**config.mk**
```make
export PLATFORM = sky130hd
export DESIGN_NAME = conflict_icache
export DESIGN_NICKNAME = d
export VERILOG_FILES = /design/src/rtl/ci_pkg.sv /design/src/rtl/ci_tag_store.sv /design/src/rtl/ci_data_store.sv /design/src/rtl/ci_ctrl.sv /design/src/rtl/conflict_icache.sv
export SDC_FILE = /design/constraint.sdc
export NUM_CORES = 2
export LEC_CHECK = 0
export BUFFER_PORTS_ARGS = -buffer_cell sky130_fd_sc_hd__buf_2
export CORE_ASPECT_RATIO = 1.1
export CORE_MARGIN = 4
export CORE_UTILIZATION = 53
export DETAILED_ROUTE_END_ITERATION = 7
export GPL_TIMING_DRIVEN = 0
export PLACE_DENSITY = 0.8
export SLEW_MARGIN = 20
export SYNTH_ARGS = -nofsm -noshare
export SYNTH_HDL_FRONTEND = slang
export SYNTH_SLANG_ARGS = --single-unit
```
**constraint.sdc**
```tcl
create_clock -name clk -period 6.4 [get_ports clk]
set_input_delay 0 -clock clk [delete_from_list [all_inputs] [get_ports clk]]
set_output_delay 0 -clock clk [all_outputs]
set_load 0.05 [all_outputs]
```
**src/rtl/ci_pkg.sv**
```systemverilog
// Package: shared types for the conflict-allocated instruction cache.
// Assumes: nothing beyond IEEE 1800-2017.
package ci_pkg;
    // Which requester owns the program bus in a cycle.
    typedef enum logic [1:0] {
        OWN_NONE   = 2'd0,
        OWN_FETCH  = 2'd1,
        OWN_DATA   = 2'd2,
        OWN_REFILL = 2'd3
    } owner_e;
endpackage

```
**src/rtl/ci_tag_store.sv**
```systemverilog
// Module: valid bits and tags, one register set per entry.
// Reads are combinational. One write per cycle. Flush has priority over
// a write to the valid bit.
// Assumes: widx is in range (ENTRIES is a power of two).
module ci_tag_store #(
    parameter int ENTRIES = 32,
    parameter int TAGW    = 11,
    localparam int IDXW   = $clog2(ENTRIES)
) (
    input  logic            clk,
    input  logic            rst_n,
    input  logic            flush,
    input  logic            we,
    input  logic [IDXW-1:0] widx,
    input  logic [TAGW-1:0] wtag,
    input  logic [IDXW-1:0] ridx,
    output logic            rvalid,
    output logic [TAGW-1:0] rtag
);
    logic [ENTRIES-1:0] valid_q;
    logic [TAGW-1:0]    tag_q [ENTRIES];

    genvar e;
    generate
        for (e = 0; e < ENTRIES; e++) begin : g_entry
            // Valid bit: cleared by reset or flush, set on a write to this entry.
            always_ff @(posedge clk) begin
                if (!rst_n || flush)
                    valid_q[e] <= 1'b0;
                else if (we && widx == IDXW'(e))
                    valid_q[e] <= 1'b1;
            end

            // Tag: captured on a write to this entry.
            always_ff @(posedge clk) begin
                if (!rst_n)
                    tag_q[e] <= '0;
                else if (we && widx == IDXW'(e))
                    tag_q[e] <= wtag;
            end
        end
    endgenerate

    // Read port: entry selected by index.
    always_comb begin
        rvalid = valid_q[ridx];
        rtag   = tag_q[ridx];
    end
endmodule

```
**src/rtl/ci_data_store.sv**
```systemverilog
// Module: instruction word array for the cache.
// Has a combinational read and one write per cycle.
// Assumes: a stale word behind an invalid entry is never delivered.
module ci_data_store #(
    parameter int ENTRIES = 32,
    parameter int IW      = 48,
    localparam int IDXW   = $clog2(ENTRIES)
) (
    input  logic            clk,
    input  logic            we,
    input  logic [IDXW-1:0] widx,
    input  logic [IW-1:0]   wdata,
    input  logic [IDXW-1:0] ridx,
    output logic [IW-1:0]   rdata
);
    logic [IW-1:0] word_q [ENTRIES];

    genvar e;
    generate
        for (e = 0; e < ENTRIES; e++) begin : g_word
            // Word register: loaded when this entry is written.
            always_ff @(posedge clk) begin
                if (we && widx == IDXW'(e))
                    word_q[e] <= wdata;
            end
        end
    endgenerate

    // Read port.
    assign rdata = word_q[ridx];
endmodule

```
**src/rtl/ci_ctrl.sv**
```systemverilog
// Module: bus arbitration and refill sequencing.
// Decides which requester owns the bus, raises the stall on a colliding
// miss, and holds the stalled address for the refill cycle.
// Assumes: the sequencer holds its fetch during a stall.
module ci_ctrl #(
    parameter int AW = 16
) (
    input  logic            clk,
    input  logic            rst_n,
    input  logic            fetch_req,
    input  logic [AW-1:0]   fetch_addr,
    input  logic            data_req,
    input  logic            lookup_hit,
    output ci_pkg::owner_e  owner,
    output logic            stall,
    output logic            conflict_hit,
    output logic            refill_we,
    output logic [AW-1:0]   refill_addr
);
    import ci_pkg::*;

    logic pend_q;
    logic conflict;

    assign conflict = fetch_req && data_req && !pend_q;

    // Stall and hit decision for the current cycle.
    always_comb begin
        stall        = conflict && !lookup_hit;
        conflict_hit = conflict && lookup_hit;
        refill_we    = pend_q;
    end

    // Bus owner: a refill goes first, then data, then a plain fetch.
    always_comb begin
        if (pend_q)
            owner = OWN_REFILL;
        else if (data_req)
            owner = OWN_DATA;
        else if (fetch_req)
            owner = OWN_FETCH;
        else
            owner = OWN_NONE;
    end

    // Refill pending flag: set by a stall, lasts exactly one cycle.
    always_ff @(posedge clk) begin
        if (!rst_n)
            pend_q <= 1'b0;
        else
            pend_q <= stall;
    end

    // Held fetch address for the refill.
    always_ff @(posedge clk) begin
        if (!rst_n)
            refill_addr <= '0;
        else if (stall)
            refill_addr <= fetch_addr;
    end
endmodule

```
**src/rtl/conflict_icache.sv**
```systemverilog
// Module: top of the conflict-allocated instruction cache.
// Looks up the cache only when a fetch collides with a program-bus data
// access. It serves hits from the cache and refills misses one cycle later.
// Assumes: bus_rdata is valid in the same cycle for the current bus_addr.
module conflict_icache #(
    parameter int AW      = 16,
    parameter int IW      = 48,
    parameter int ENTRIES = 32,
    localparam int IDXW   = $clog2(ENTRIES),
    localparam int TAGW   = AW - IDXW
) (
    input  logic          clk,
    input  logic          rst_n,
    input  logic          flush,
    input  logic          fetch_req,
    input  logic [AW-1:0] fetch_addr,
    input  logic          data_req,
    input  logic [AW-1:0] data_addr,
    input  logic [IW-1:0] bus_rdata,
    output logic [AW-1:0] bus_addr,
    output logic          data_gnt,
    output logic          instr_valid,
    output logic [IW-1:0] instr_word,
    output logic          instr_hit,
    output logic          stall
);
    import ci_pkg::*;

    owner_e          owner;
    logic            rvalid;
    logic [TAGW-1:0] rtag;
    logic [IW-1:0]   cache_word;
    logic            lookup_hit;
    logic            conflict_hit;
    logic            refill_we;
    logic [AW-1:0]   refill_addr;

    ci_tag_store #(.ENTRIES(ENTRIES), .TAGW(TAGW)) u_tags (
        .clk    (clk),
        .rst_n  (rst_n),
        .flush  (flush),
        .we     (refill_we),
        .widx   (refill_addr[IDXW-1:0]),
        .wtag   (refill_addr[AW-1:IDXW]),
        .ridx   (fetch_addr[IDXW-1:0]),
        .rvalid (rvalid),
        .rtag   (rtag)
    );

    ci_data_store #(.ENTRIES(ENTRIES), .IW(IW)) u_words (
        .clk   (clk),
        .we    (refill_we),
        .widx  (refill_addr[IDXW-1:0]),
        .wdata (bus_rdata),
        .ridx  (fetch_addr[IDXW-1:0]),
        .rdata (cache_word)
    );

    // Tag compare for the fetch address.
    assign lookup_hit = rvalid && (rtag == fetch_addr[AW-1:IDXW]);

    ci_ctrl #(.AW(AW)) u_ctrl (
        .clk          (clk),
        .rst_n        (rst_n),
        .fetch_req    (fetch_req),
        .fetch_addr   (fetch_addr),
        .data_req     (data_req),
        .lookup_hit   (lookup_hit),
        .owner        (owner),
        .stall        (stall),
        .conflict_hit (conflict_hit),
        .refill_we    (refill_we),
        .refill_addr  (refill_addr)
    );

    // Bus address mux by owner.
    always_comb begin
        case (owner)
            OWN_REFILL: bus_addr = refill_addr;
            OWN_DATA:   bus_addr = data_addr;
            default:    bus_addr = fetch_addr;
        endcase
    end

    // Instruction delivery: from the cache on a colliding hit, else from the bus.
    always_comb begin
        data_gnt    = (owner == OWN_DATA);
        instr_hit   = conflict_hit;
        instr_valid = (owner == OWN_REFILL) || (owner == OWN_FETCH) || conflict_hit;
        instr_word  = conflict_hit ? cache_word : bus_rdata;
    end
endmodule

```
# After elaboration in Yosys (flattened, before gate mapping)
# Memory sizes are Yosys's and may differ from the RTL's.
# Cells that the tools add are included.
# word_totals
ff_bits	49
inputBits	85
elab_cells	440
memories	2
ramBits	1888
output_inout_bits	68
# classes
mux	261
bitwise	32
eq_ne	35
n_reduce_logical	75
order_cmp	1
# memory_table
memory	words	word_bits	read_ports	rd_clocked_by_memory_dff	wr	line	text
u_words.word_q	32	48	1	0	1	ci_data_store.sv:16	logic [IW-1:0] word_q [ENTRIES];
u_tags.tag_q	32	11	1	0	32	ci_tag_store.sv:21	logic [TAGW-1:0] tag_q [ENTRIES];
# op_table
cell	n
$mux 48	32
$reduce_or 48->1	31
$mux 11	32
$mux 1	162
$mux 5	31
$eq 5x5->1 const B	16
$eq 5x4->1 const B	8
$logic_and 1x1->1	37
$or 1x1->1	32
$pmux 16 s2	1
$eq 5x3->1 const B	4
$eq 11x11->1	1
$eq 5x2->1 const B	2
$lt 5x6->1 const B	1
$bmux 1 s5	1
$eq 5x1->1 const B	1
$logic_not 5->1	1
$eq 2x2->1 const B	2
$mux 2	2
$logic_not 1->1	3
$logic_or 1x1->1	3
$eq 2x1->1 const B	1

# Logic depth before layout (Yosys ltp)
# logic_depth
word_depth	36
depth_mapped	14

# Modules after synthesis
# A second synthesis with hierarchy kept.
# unflattened
hier_cells	4928
hier_area_um2	79678.9
# modules_own_cells
module	seq_area_each_um2	cells_per_inst	area_each_um2	instances
ci_data_store	46124.2	3321	59777.3	1
ci_tag_store	11210.8	1406	18089.8	1
conflict_icache	0.0	124	1093.5	1
ci_ctrl	340.3	77	718.2	1

# Worst setup path before layout
# Ideal clock, no wire load.
# synth_path
path_type	input to output
from	in fetch_addr[1]
to	out instr_word[38]
arrival_time_ns	3.261
cell_stages	11
slack_ns	3.139
path_buffers	7
cell_sequence	buf_4 -> buf_4 -> buf_2 -> buf_2 -> buf_2 -> buf_1 -> clkbuf_1 -> mux4_2 -> mux4_2 -> mux2_2 -> mux2_1
# synth_between
elab_chain_cells	5
word_cells_on_any_way	8
# synth_lines
element	line	text
from (decl)	conflict_icache.sv:16	input logic [AW-1:0] fetch_addr,
$mem_v2 32x11 / $bmux 1 s5 (equally long branches)	n/a	
$eq 11x11->1 / $mux 1 (equally long branches)	conflict_icache.sv:60, ci_tag_store.sv:46	
$logic_and 1x1->1	conflict_icache.sv:60	assign lookup_hit = rvalid && (rtag == fetch_addr[AW-1:IDXW]);
$logic_and 1x1->1	ci_ctrl.sv:30	conflict_hit = conflict && lookup_hit;
$mux 48 (*)	conflict_icache.sv:90	instr_word = conflict_hit ? cache_word : bus_rdata;
to (decl)	conflict_icache.sv:23	output logic [IW-1:0] instr_word,
# Every way passes the cells marked *; elsewhere a longest branch is shown, timed or not. The select of a mux whose other input is x is not followed.

# Final worst setup path
# layout_path
from	in fetch_addr[1]
to	out instr_word[43]
# Same word-level chain as after synthesis.

==> metrics.txt <==
crit start category=primary input; Worst path slowest cell=clkbuf_1; Skew-Pair Late Insertion Delay=around 0.83 ns; Post-Synth Adder-Cell Area=0%; Critical Path End=instr_word[43]; vias per inst=7.12; CP Class=primary input to primary output; Synth Area in XOR/XNOR=less than 1%; number of global-route vias before repair=~44000; Lkg Pwr=0.0298 µW; Critical R2R Launch=u_tags.tag_q[3][6]$_SDFFCE_PN0P_; Compound-Gate Fraction of Synth Area=0.960%; DRC viols=0; Iteration-0 DRC Markers=8146; grt ovf=0; die width=372 µm; EDFF count, synth=1888; DR WL/cell=38.3 µm; Die ar.=between 150000 and 200000 µm²; status=completed; global routing's busiest layer=met2; fin cells=6130; worst-path fanout max=10; clk sinks=1937; largest net degree at the start of global routing=39; Area Overhead vs Synth=14.1%; CTS tree=done; R2R setup slack=2.46 ns; RSZ-0062 raised after global routing=no; detailed placement HPWL=130000 µm; Top FF cell, synth=edfxtp_1; RR Endpoint=u_ctrl.refill_addr[13]$_SDFFE_PN0P_; period utilization=90.2%; Yosys cell types=43; Max Buffers Root-to-Sink=3; most frequent CP cell=buf_2; Max rail drop VDD=205 µV; Overall Global Routing Usage=31.0%; Root Driver=clkbuf_16; Pre-antenna DRT Iters=6; final antenna-violating net count=0; crit path capture type=primary output; PnR worst setup slack=0.624 ns; Yosys warning total=0; CP cell instances=buf_4 > buf_4 > buf_2 > buf_2 > buf_2 > clkbuf_1 > clkbuf_1 > mux4_2 > mux4_2 > mux2_2 > mux2_1 > buf_2; Post-layout nets=around 4100; Inst Count DP=5711; final wirelength=about 240000 µm; vias after detailed routing=~44000; pre-CTS setup slack=0.871 ns; fin. max-slew vios=0; Hold Violations, Final=0; Ports=153; placement row count=146; met2 usage in global routing=roughly 50%; worst slew pin tran=1.25 ns; Core Box Area=144000 µm²; share of layout cells above drive strength 1=between 30 and 40%; final setup fails=0; DIE HEIGHT=between 400 and 500 µm; CTS buffer count=183; Async S/R FF share, synth=0%; largest family of logic cells by synthesized area=multiplexers; post-synthesis cell area=between 70000 and 80000 µm²; WP data arrival=5.78 ns; post-route clock skew=about 0.045 ns; initial antenna violation count=11; Worst EP required=6.40 ns; fmax=0.173 GHz; first-pass GRT wire length=330000 µm; worst hold-check slack=about 0.05 ns; syn_nets=3673; hold crit path type=primary input to register; crit path from=fetch_addr[1]; #FFs+latches synth=1937; clk slew on worst S/H paths=approximately 0.060 ns; Worst R2R Path Depth=10; CP peak stage delay=0.90 ns; max-cap viol count=0; PostCTS Resize Cnt=0; gp weighted congestion=0.946; fin crit period=5.78 ns; H-Tree Level Count=4; register area share after synthesis=74.6%; IO Port Bufs=146; multiplexer share of the synthesized area=19.1%; PwrDens=roughly 300 nW/µm²; Syn Inst Count=approximately 3600; post-synthesis simple-gate area fraction=3.70%; Slew headroom=between 10% and 20%; Power Total=26600 µW; met1 Usage GRT=39.3%; Initial Utilization=53.5%; mean post-synth cell area=21.5 µm²; met3 Use GR=under 10%
==> state kept, by name (all words and copies together) (netlist names) <==
signal / cells
u_ctrl.refill_addr: 16
u_ctrl.refill_we: 1
u_tags.tag_q: 352
u_tags.valid_q: 32
u_words.word_q: 1536
==> cell type report <==
class | instances | area [µm²]
Sequential cell | 1937 | 57700
Fill cell | 9290 | 56200
Tap cell | 1924 | 2410
Inverter | 1 | 3.75
Buffer | 279 | 1320
Clock inverter | 110 | 952
Antenna cell | 5 | 12.5
Multi-Input combinational cell | 1371 | 18500
Timing Repair Buffer | 271 | 2410
Clock buffer | 232 | 4950
==> placed cells by master, fill, tap and decap left out, drive strengths merged, types with 49 or more instances in the layout <==
master | netlist | final
dlygate4sd3 | 0 | 72
dfxtp | 49 | 49
mux4 | 570 | 570
mux2 | 102 | 102
buf | 87 | 285
edfxtp | 1888 | 1888
mux2i | 80 | 80
clkbuf | 192 | 425
nand2 | 61 | 61
clkinv | 0 | 90
o21ai | 49 | 49
and3 | 352 | 352
==> routing by layer <==
metal | up-vias | routed length, µm | share of wire, %
met1 | 22311 | 75100 | 32
met3 | 866 | 31400 | 13
met2 | 4489 | 115000 | 49
met4 | 6 | 13600 | 5.8
li1 | 15986 | - | -
met5 | - | 67 | 0.029
==> power breakdown <==
group	switching, µW	total, µW	internal, µW
sequential	50.4	14100	14000
clock	4900	10900	5980
combinational	1060	1660	595
==> what timing repair did <==
| action | 4_1_cts | 5_1_grt |
|---|---|---|
| hold endpoints to repair | 1584 | 0 |
| setup endpoints to repair | 0 | 0 |
| setup buffers | 0 | 0 |
| hold buffers | 72 | 0 |
==> cell families after synthesis <==
kind of cell    Yosys count
xor+xnor                  8
flops                  1937
simple gates            495
buf+inv                 280
compound gates          116
mux                     752
==> worst max-delay path: cells and delay by family <==
kind | cells | cell delay (ns)
buffers and inverters | 8 | 4.07
muxes | 4 | 1.65
==> how the worst min path moves through the flow <==
stage | startpoint | to | slack, ns | cells past startpoint
2_1_floorplan | bus_rdata[0] | u_words.word_q[0][0]$_DFFE_PP_ | 0.1 | 0
3_3_place_gp | fetch_addr[14] | u_ctrl.refill_addr[14]$_SDFFE_PN0P_ | 0.30 | 3
3_5_place_dp | fetch_addr[13] | u_ctrl.refill_addr[13]$_SDFFE_PN0P_ | 0.30 | 3
4_1_cts | fetch_addr[7] | u_ctrl.refill_addr[7]$_SDFFE_PN0P_ | 0.007 | 4
5_1_grt | fetch_addr[7] | u_ctrl.refill_addr[7]$_SDFFE_PN0P_ | 0.06 | 4
6_report | fetch_addr[10] | u_ctrl.refill_addr[10]$_SDFFE_PN0P_ | 0.05 | 4
==> metrics by stage <==
| stage | setup TNS, ns | utilization [%] | instance area [µm²] |
|---|---|---|---|
| global placement | -0.0313 | 55.7 | 80500 |
| floorplan | 0 | - | 77300 |
| detailed placement | 0 | 56.5 | 81600 |
| global route | 0 | 61.1 | 88200 |
| CTS | 0 | 61.1 | 88200 |
| finish | 0 | 61.1 | 88300 |
==> synth_stat cells, types with 17 or more instances <==
master       n  share of area, %
nand2_1     61              0.30
buf_2       58              0.38
o21a_1      33              0.32
mux2i_1     80               1.0
a22oi_1     17              0.17
clkbuf_1   192              0.93
mux4_2     570                17
edfxtp_1  1888                73
dfxtp_1     49               1.3
o21ai_0     49              0.32
and3_1     352               2.8
mux2_2      93               1.4
nor2_1      37              0.18
(Power assumes the default switching activity.)
